<file path="src/rtl/i2c_rb_pkg.sv">
package i2c_rb_pkg;
  localparam int DW    = 32;
  localparam int STS_W = 15;

  typedef enum logic [3:0] {
    W_FCTL  = 4'd0,
    W_TIM1  = 4'd1,
    W_TIM2  = 4'd2,
    W_IEN   = 4'd3,
    W_STS   = 4'd4,
    W_CMD   = 4'd5,
    W_SADDR = 4'd6,
    W_POOL  = 4'd7,
    W_BUF   = 4'd8
  } word_e;

  localparam logic [DW-1:0] FCTL_MASK = 32'h0071_C3FF;
  localparam logic [DW-1:0] TIM1_MASK = 32'h0FFF_FF0F;
  localparam int            SLV_EN    = 1;
  localparam logic [DW-1:0] RD_MISS   = '1;
endpackage

</file>
<file path="src/rtl/i2c_rb_decode.sv">
module i2c_rb_decode
  import i2c_rb_pkg::*;
#(
  parameter int NUM_BUS = 4,
  parameter int ADDR_W  = 12
) (
  input  logic              req_i,
  input  logic [ADDR_W-1:0] addr_i,
  output logic              glob_sel_o,
  output logic [NUM_BUS-1:0] bus_sel_o,
  output logic [3:0]        word_o
);
  localparam int WIN_LSB  = 6;
  localparam int REGION_W = ADDR_W - WIN_LSB;

  logic [REGION_W-1:0] region;
  logic                aligned;

  assign region  = addr_i[ADDR_W-1:WIN_LSB];
  assign aligned = (addr_i[1:0] == 2'b00);
  assign word_o  = addr_i[5:2];

  assign glob_sel_o = req_i && aligned && (region == '0) && (word_o == 4'd0);

  for (genvar g = 0; g < NUM_BUS; g++) begin : g_sel
    assign bus_sel_o[g] = req_i && aligned && (region == REGION_W'(g + 1));
  end
endmodule

</file>
<file path="src/rtl/i2c_rb_irq.sv">
module i2c_rb_irq
  import i2c_rb_pkg::*;
(
  input  logic             clk_i,
  input  logic             rst_ni,
  input  logic [STS_W-1:0] set_i,
  input  logic [STS_W-1:0] en_i,
  input  logic             wr_i,
  input  logic [STS_W-1:0] clr_i,
  output logic [STS_W-1:0] sts_o,
  output logic             irq_o
);
  logic [STS_W-1:0] sts_q, sts_n, after_clr;
  logic             irq_q, irq_n;
  logic             raise;

  assign raise = |set_i;

  always_comb begin
    after_clr = wr_i ? (sts_q & ~clr_i) : sts_q;
    sts_n     = raise ? ((after_clr | set_i) & en_i) : after_clr;
    if (raise && (sts_n != '0))    irq_n = 1'b1;
    else if (wr_i && (sts_n == '0)) irq_n = 1'b0;
    else                            irq_n = irq_q;
  end

  always_ff @(posedge clk_i or negedge rst_ni) begin
    if (!rst_ni) begin
      sts_q <= '0;
      irq_q <= 1'b0;
    end else begin
      sts_q <= sts_n;
      irq_q <= irq_n;
    end
  end

  assign sts_o = sts_q;
  assign irq_o = irq_q;

  // after a raise no disabled bit survives
  a_r5_masked_raise: assert property (@(posedge clk_i) disable iff (!rst_ni)
    raise |=> ((sts_o & ~$past(en_i)) == '0));
  // line only rises on a raise
  a_r5_rise_on_set: assert property (@(posedge clk_i) disable iff (!rst_ni)
    $rose(irq_o) |-> $past(raise));
  // a pure clear write removes the written bits
  a_r6_w1c: assert property (@(posedge clk_i) disable iff (!rst_ni)
    (wr_i && !raise) |=> ((sts_o & $past(clr_i)) == '0));
  // a write leaving zero status drops the line
  a_r7_drop_on_zero: assert property (@(posedge clk_i) disable iff (!rst_ni)
    wr_i |=> (sts_o != '0 || !irq_o));
  // the line never falls without a status write
  a_r7_fall_on_write: assert property (@(posedge clk_i) disable iff (!rst_ni)
    $fell(irq_o) |-> $past(wr_i));
endmodule

</file>
<file path="src/rtl/i2c_rb_bus_regs.sv">
module i2c_rb_bus_regs
  import i2c_rb_pkg::*;
(
  input  logic             clk_i,
  input  logic             rst_ni,
  input  logic             sel_i,
  input  logic             we_i,
  input  logic [3:0]       word_i,
  input  logic [DW-1:0]    wdata_i,
  input  logic             rx_byte_vld_i,
  input  logic [7:0]       rx_byte_i,
  input  logic             rx_cnt_vld_i,
  input  logic [7:0]       rx_cnt_i,
  input  logic [STS_W-1:0] sts_i,
  output logic [STS_W-1:0] ien_o,
  output logic             sts_wr_o,
  output logic [STS_W-1:0] sts_clr_o,
  output logic [DW-1:0]    rdata_o
);
  logic [DW-1:0]    fctl_q, tim1_q, cmd_q;
  logic [2:0]       tim2_q;
  logic [STS_W-1:0] ien_q;
  logic [23:0]      pool_lo_q;
  logic [7:0]       pool_cnt_q, txb_q, rxb_q;
  logic             wr;

  assign wr = sel_i && we_i;

  always_ff @(posedge clk_i or negedge rst_ni) begin
    if (!rst_ni) begin
      fctl_q    <= '0;
      tim1_q    <= '0;
      tim2_q    <= '0;
      ien_q     <= '0;
      cmd_q     <= '0;
      pool_lo_q <= '0;
      txb_q     <= '0;
    end else if (wr) begin
      case (word_i)
        W_FCTL: if (!wdata_i[SLV_EN]) fctl_q <= wdata_i & FCTL_MASK;
        W_TIM1: tim1_q    <= wdata_i & TIM1_MASK;
        W_TIM2: tim2_q    <= wdata_i[2:0];
        W_IEN:  ien_q     <= wdata_i[STS_W-1:0];
        W_CMD:  cmd_q     <= wdata_i;
        W_POOL: pool_lo_q <= wdata_i[23:0];
        W_BUF:  txb_q     <= wdata_i[7:0];
        default: ;
      endcase
    end
  end

  // hardware-owned fields
  always_ff @(posedge clk_i or negedge rst_ni) begin
    if (!rst_ni) begin
      pool_cnt_q <= '0;
      rxb_q      <= '0;
    end else begin
      if (rx_cnt_vld_i)  pool_cnt_q <= rx_cnt_i;
      if (rx_byte_vld_i) rxb_q      <= rx_byte_i;
    end
  end

  assign ien_o     = ien_q;
  assign sts_wr_o  = wr && (word_i == W_STS);
  assign sts_clr_o = wdata_i[STS_W-1:0];

  always_comb begin
    case (word_i)
      W_FCTL:  rdata_o = fctl_q;
      W_TIM1:  rdata_o = tim1_q;
      W_TIM2:  rdata_o = {29'd0, tim2_q};
      W_IEN:   rdata_o = {{(DW-STS_W){1'b0}}, ien_q};
      W_STS:   rdata_o = {{(DW-STS_W){1'b0}}, sts_i};
      W_CMD:   rdata_o = cmd_q;
      W_POOL:  rdata_o = {pool_cnt_q, pool_lo_q};
      W_BUF:   rdata_o = {16'd0, rxb_q, txb_q};
      default: rdata_o = RD_MISS;
    endcase
  end

  // slave-enable write is dropped
  a_r3_slave_reject: assert property (@(posedge clk_i) disable iff (!rst_ni)
    (wr && word_i == W_FCTL && wdata_i[SLV_EN]) |=> $stable(fctl_q));
  // receive count moves only with its strobe
  a_r9_cnt_hw_only: assert property (@(posedge clk_i) disable iff (!rst_ni)
    !rx_cnt_vld_i |=> $stable(pool_cnt_q));
  // receive byte moves only with its strobe
  a_r8_rxb_hw_only: assert property (@(posedge clk_i) disable iff (!rst_ni)
    !rx_byte_vld_i |=> $stable(rxb_q));
endmodule

</file>
<file path="src/rtl/i2c_irq_regbank.sv">
module i2c_irq_regbank
  import i2c_rb_pkg::*;
#(
  parameter int NUM_BUS = 4,
  parameter int ADDR_W  = 12
) (
  input  logic                     clk_i,
  input  logic                     rst_ni,
  input  logic                     req_i,
  input  logic                     we_i,
  input  logic [ADDR_W-1:0]        addr_i,
  input  logic [31:0]              wdata_i,
  output logic                     rd_valid_o,
  output logic [31:0]              rdata_o,
  input  logic [NUM_BUS*STS_W-1:0] evt_set_i,
  input  logic [NUM_BUS-1:0]       rx_byte_vld_i,
  input  logic [NUM_BUS*8-1:0]     rx_byte_i,
  input  logic [NUM_BUS-1:0]       rx_cnt_vld_i,
  input  logic [NUM_BUS*8-1:0]     rx_cnt_i,
  output logic [NUM_BUS-1:0]       irq_o
);
  localparam int GLOB_PAD = DW - NUM_BUS;

  logic               glob_sel;
  logic [NUM_BUS-1:0] bus_sel;
  logic [3:0]         word;
  logic [DW-1:0]      bus_rd [NUM_BUS];
  logic [DW-1:0]      rd_mux;
  logic [NUM_BUS-1:0] irq;

  i2c_rb_decode #(.NUM_BUS(NUM_BUS), .ADDR_W(ADDR_W)) u_dec (
    .req_i     (req_i),
    .addr_i    (addr_i),
    .glob_sel_o(glob_sel),
    .bus_sel_o (bus_sel),
    .word_o    (word)
  );

  for (genvar b = 0; b < NUM_BUS; b++) begin : g_bus
    logic [STS_W-1:0] ien, sts, clr;
    logic             sts_wr;

    i2c_rb_bus_regs u_regs (
      .clk_i        (clk_i),
      .rst_ni       (rst_ni),
      .sel_i        (bus_sel[b]),
      .we_i         (we_i),
      .word_i       (word),
      .wdata_i      (wdata_i),
      .rx_byte_vld_i(rx_byte_vld_i[b]),
      .rx_byte_i    (rx_byte_i[b*8 +: 8]),
      .rx_cnt_vld_i (rx_cnt_vld_i[b]),
      .rx_cnt_i     (rx_cnt_i[b*8 +: 8]),
      .sts_i        (sts),
      .ien_o        (ien),
      .sts_wr_o     (sts_wr),
      .sts_clr_o    (clr),
      .rdata_o      (bus_rd[b])
    );

    i2c_rb_irq u_irq (
      .clk_i (clk_i),
      .rst_ni(rst_ni),
      .set_i (evt_set_i[b*STS_W +: STS_W]),
      .en_i  (ien),
      .wr_i  (sts_wr),
      .clr_i (clr),
      .sts_o (sts),
      .irq_o (irq[b])
    );
  end

  always_comb begin
    rd_mux = RD_MISS;
    if (glob_sel) rd_mux = {{GLOB_PAD{1'b0}}, irq};
    for (int b = 0; b < NUM_BUS; b++) begin
      if (bus_sel[b]) rd_mux = bus_rd[b];
    end
  end

  always_ff @(posedge clk_i or negedge rst_ni) begin
    if (!rst_ni) begin
      rd_valid_o <= 1'b0;
      rdata_o    <= '0;
    end else begin
      rd_valid_o <= req_i && !we_i;
      if (req_i && !we_i) rdata_o <= rd_mux;
    end
  end

  assign irq_o = irq;

  // one-cycle read response, none for writes
  a_r2_read_latency: assert property (@(posedge clk_i) disable iff (!rst_ni)
    (req_i && !we_i) |=> rd_valid_o);
  a_r2_no_spurious: assert property (@(posedge clk_i) disable iff (!rst_ni)
    rd_valid_o |-> $past(req_i && !we_i));
endmodule

</file>
<file path="config.mk">
export PLATFORM = sky130hd
export DESIGN_NAME = i2c_irq_regbank
export DESIGN_NICKNAME = d
export VERILOG_FILES = /design/src/rtl/i2c_rb_pkg.sv /design/src/rtl/i2c_rb_decode.sv /design/src/rtl/i2c_rb_irq.sv /design/src/rtl/i2c_rb_bus_regs.sv /design/src/rtl/i2c_irq_regbank.sv
export SDC_FILE = /design/constraint.sdc
export NUM_CORES = 1
export LEC_CHECK = 0
export ABC_AREA = 1
export BUFFER_PORTS_ARGS = -buffer_cell sky130_fd_sc_hd__buf_2
export CAP_MARGIN = 20
export CORE_MARGIN = 3
export CORE_UTILIZATION = 40
export DETAILED_ROUTE_END_ITERATION = 12
export GPL_TIMING_DRIVEN = 0
export SYNTH_ARGS = -nofsm -noshare
export SYNTH_HDL_FRONTEND = slang
export SYNTH_HIERARCHICAL = 1
export SYNTH_SLANG_ARGS = --single-unit
</file>
<file path="constraint.sdc">
create_clock -name clk_i -period 2.14 [get_ports clk_i]
set_input_delay 0.321 -clock clk_i [delete_from_list [all_inputs] [get_ports clk_i]]
set_output_delay 0.321 -clock clk_i [all_outputs]
set_load 0.01 [all_outputs]
</file>
==> results.md <==
- Outcome: finished clean
- Worst slack, placed: -1.41 ns
- Max Fclk: approximately 480 MHz
- Layout cells sized above 1: 0.174
- R2r setup slk: 0.47 ns
- Combinational Power Share: 0.096
- Site row count: 106
- CP required: 2.67 ns
- CP max stage cell: nand2_2
- Max Cap Viol: 0
- Switching share of power: 0.260
- I/O pin total: 217
- Final #Nets: 5029
- Fin. Hold Viols: 0
- Worst EP arrival: 2.62 ns
- Startpoint Class: primary input
- Sequential group share of total power: 0.434
- First-pass DRT Iterations: 6
- Clock Pin Slew Worst Setup and Hold Paths: 0.06 ns
- DP HPWL: just over 90 mm
- Synth Flop Type: dfrtp_1
- Distinct cells, synth: 32
- Syn_nets: 4612
- Internal power: 0.0215 W
- DRT Wirelength: 128 mm
- CTS sink count: about 650
- Htree depth: 3
- CTS buffer count: 77
- Switch Pwr: 0.00756 W
- Area grow syn2layout: 19.7%
- Worst path cell trace: buf_2 > clkbuf_8 > nand2_2 > clkinv_1 > nand2_2 > nor2_1 > nor2_1 > nand3_1 > a21oi_1 > nand2_1 > nand2_1 > nand2_1
- Pwr Total: just under 0.03 W
- RSZ-0062 raised after global routing: yes
- Cells taking the most area after synthesis: dfrtp_1, nand2_1, o21ai_0
- CTS tree: done
- PortBufs: approximately 220
- Largest net degree at the start of global routing: 114
- Final setup margin: 0.0506 ns
- Maximum VDD drop: 0.581 mV
- Async set-reset flop share out of synthesis: 1.00
- Worst min path class: primary input to flip-flop
- Initial antenna violation count: 5
- GRT Total Usage: 0.284
- Setup CP Type: primary input to flip-flop
- Maximum buffer depth of the clock tree: 3
- Skew-Pair Late Insertion Delay: around 0.63 ns
- Synthesized area: roughly 34000 µm²
- Pin slew with the least headroom to its limit: 0.845 ns
- Crit path top cell by count: nand2_1
- Share of the synthesized area in the top cell type: 0.477
- Synth cell count leaders: nand2_1, dfrtp_1, inv_1, o21ai_0, nand3_1
- CORE AREA: 83700 µm²
- Cells after synthesis: roughly 4400
- Most common cell in the netlist: nand2_1
- Initial core utilization: 0.404
- First-pass GRT wire length: 190 mm
- Synth area leader: dfrtp_1
- CP Max Fanout: 20
- Worst rel slew slack: 0.437
- N_diodes: 0
- Post-synth EDFFs: 0
- Clock Tree Root: clkbuf_16
- Ys Warns: 6
- Via count: 31400
- Vias per cell: 5.20
- Register area share after synthesis: 0.477
- Leakage: ~21 nW
- Final ANT Viol Nets: 0
- DR WL/cell: roughly 21 µm
- Max Clock Skew: ~0.025 ns
- Critical Path Sink Type: flip-flop
- #FFs+latches synth: around 650
- Total grt overflow: 0
- Fin crit share: 0.976
- Initial DRC Count: 3262
- Slew Limit Fails: 0
- Full die area: 88200 µm²
- Max incr delay on CP: 0.38 ns
- Die H: 297 µm
- Fin crit period: 2.09 ns
- Drt drc: 0
- Die Wd: 297 µm
- Avg Cell Area, Syn: approximately 7.6 µm²
- Clock power share: 0.471
- Final setup vio count: 0
- Vias in the first global route: 30100
- GPL Wtd Cong: 0.976
- PwrDens: 717 nW/µm²
-- metal layers --
metal	share of wire	wire length, µm	vias up	GRT usage
met3	0.091	11600	232	0.0583
met2	0.43	54700	1378	0.424
met5	0	0	-	0
met4	0.046	5820	0	0.120
met1	0.43	55400	15100	0.402
li1	-	-	14700	-
-- area by class of cell --
| type | count | area (µm²) |
|---|---|---|
| clock buffer | 110 | 2260 |
| multi-input combinational | 2978 | 14000 |
| tap | 1134 | 1420 |
| fill | 8262 | 43200 |
| sequential | 645 | 16100 |
| timing repair buffer | 338 | 2430 |
| inverter | 525 | 1990 |
| clock inverter | 28 | 340 |
| buffer | 284 | 1950 |
-- power groups by stage --
stage	Clock, W	Sequential [W]	Combinational, W
final	0.0137	0.0126	0.00278
after global routing	0.0144	0.0126	0.00301
after CTS	0.0139	0.0126	0.00273
after detailed placement	0	0.0128	0.00253
after global placement	0	0.0128	0.00248
after floorplan	0	0.0127	0.00114
-- critical path: cells and delay by family --
kind / cells / cell delay [ns]
buffers and inverters: 3 / 0.73
and+or+nand+nor: 8 / 1.28
AOI/OAI and AO/OA: 1 / 0.23
-- stage by stage --
| stage | hold WS, ns | util | cell area, µm² | cells | TNS, ns |
|---|---|---|---|---|---|
| 3_3_place_gp | 0.454 | 0.434 | 36400 | 5782 | -9005.47 |
| 6_report | 0.0299 | 0.484 | 40500 | 6042 | 0 |
| 5_1_grt | 0.0464 | 0.484 | 40500 | 6042 | -0.0594 |
| 2_1_floorplan | 0.0254 | - | 33900 | 4432 | -0.0121 |
| 4_1_cts | 0.000603 | 0.483 | 40400 | 6041 | 0 |
| 3_5_place_dp | 0.269 | 0.436 | 36500 | 5788 | -295.37 |
-- worst paths after layout --
| check | cells past startpoint | startpoint | to |
|---|---|---|---|
| setup / recovery | 12 | addr_i[2] | rdata_o[9]$_DFFE_PN0P_ |
| hold / removal | 4 | evt_set_i[54] | g_bus[3].u_irq/sts_o[9]$_DFF_PN0_ |
| setup reg to reg | 12 | g_bus[0].u_irq/sts_o[0]$_DFF_PN0_ | rdata_o[0]$_DFFE_PN0P_ |
| hold reg to reg | 2 | g_bus[3].u_regs/cmd_q[28]$_DFFE_PN0P_ | g_bus[3].u_regs/cmd_q[28]$_DFFE_PN0P_ |
| max in group asynchronous | 5 | rst_ni | g_bus[1].u_regs/cmd_q[26]$_DFFE_PN0P_ |
| min in group asynchronous | 2 | rst_ni | g_bus[0].u_irq/sts_o[11]$_DFF_PN0_ |
-- sequential cells by signal, summed over array words and instances, names as in the netlist --
name                     flops
g_bus.u_regs/pool_lo_q      96
g_bus.u_regs/pool_cnt_q     32
g_bus.u_irq/sts_o           60
g_bus.u_regs/fctl_q         60
g_bus.u_regs/ien_o          60
g_bus.u_regs/cmd_q         128
g_bus.u_regs/rxb_q          32
rd_valid_o                   1
g_bus.u_regs/tim1_q         96
g_bus.u_irq/irq_o            4
g_bus.u_regs/txb_q          32
rdata_o                     32
g_bus.u_regs/tim2_q         12
-- timing repair --
| item | CTS | global route |
|---|---|---|
| gates resized for setup | 26 | 40 |
| hold endpoints to repair | 144 | 0 |
| buffers inserted | 4 | 0 |
| hold buffers | 111 | 0 |
| setup endpoints to repair | 168 | 126 |
| pin swaps | 3 | 1 |
| cloned | 0 | 1 |
-- logic make-up after synthesis --
group | synth area share
AND/OR/NAND/NOR | 0.267
flip-flops | 0.477
buffers and inverters | 0.114
multiplexers | 0.00931
AO/OA/AOI/OAI | 0.133
-- cells in the final DEF (no fill, tap or decap), drive strengths merged --
| cell type | instances |
|---|---|
| nand2 | 1486 |
| dfrtp | 645 |
| o21ai | 600 |
| inv | 527 |
| buf | 446 |
| nand3 | 361 |
| nor2 | 315 |
| clkbuf | 175 |
| dlygate4sd3 | 111 |
| a21oi | 108 |
| a21o | 56 |
| mux2 | 28 |
| clkinv | 16 |
| o21a | 12 |
| bufinv | 7 |
| nor3 | 7 |
| nor4 | 4 |
| clkinvlp | 3 |
| or2 | 1 |
Note: power is estimated with default switching activity, not from simulation.
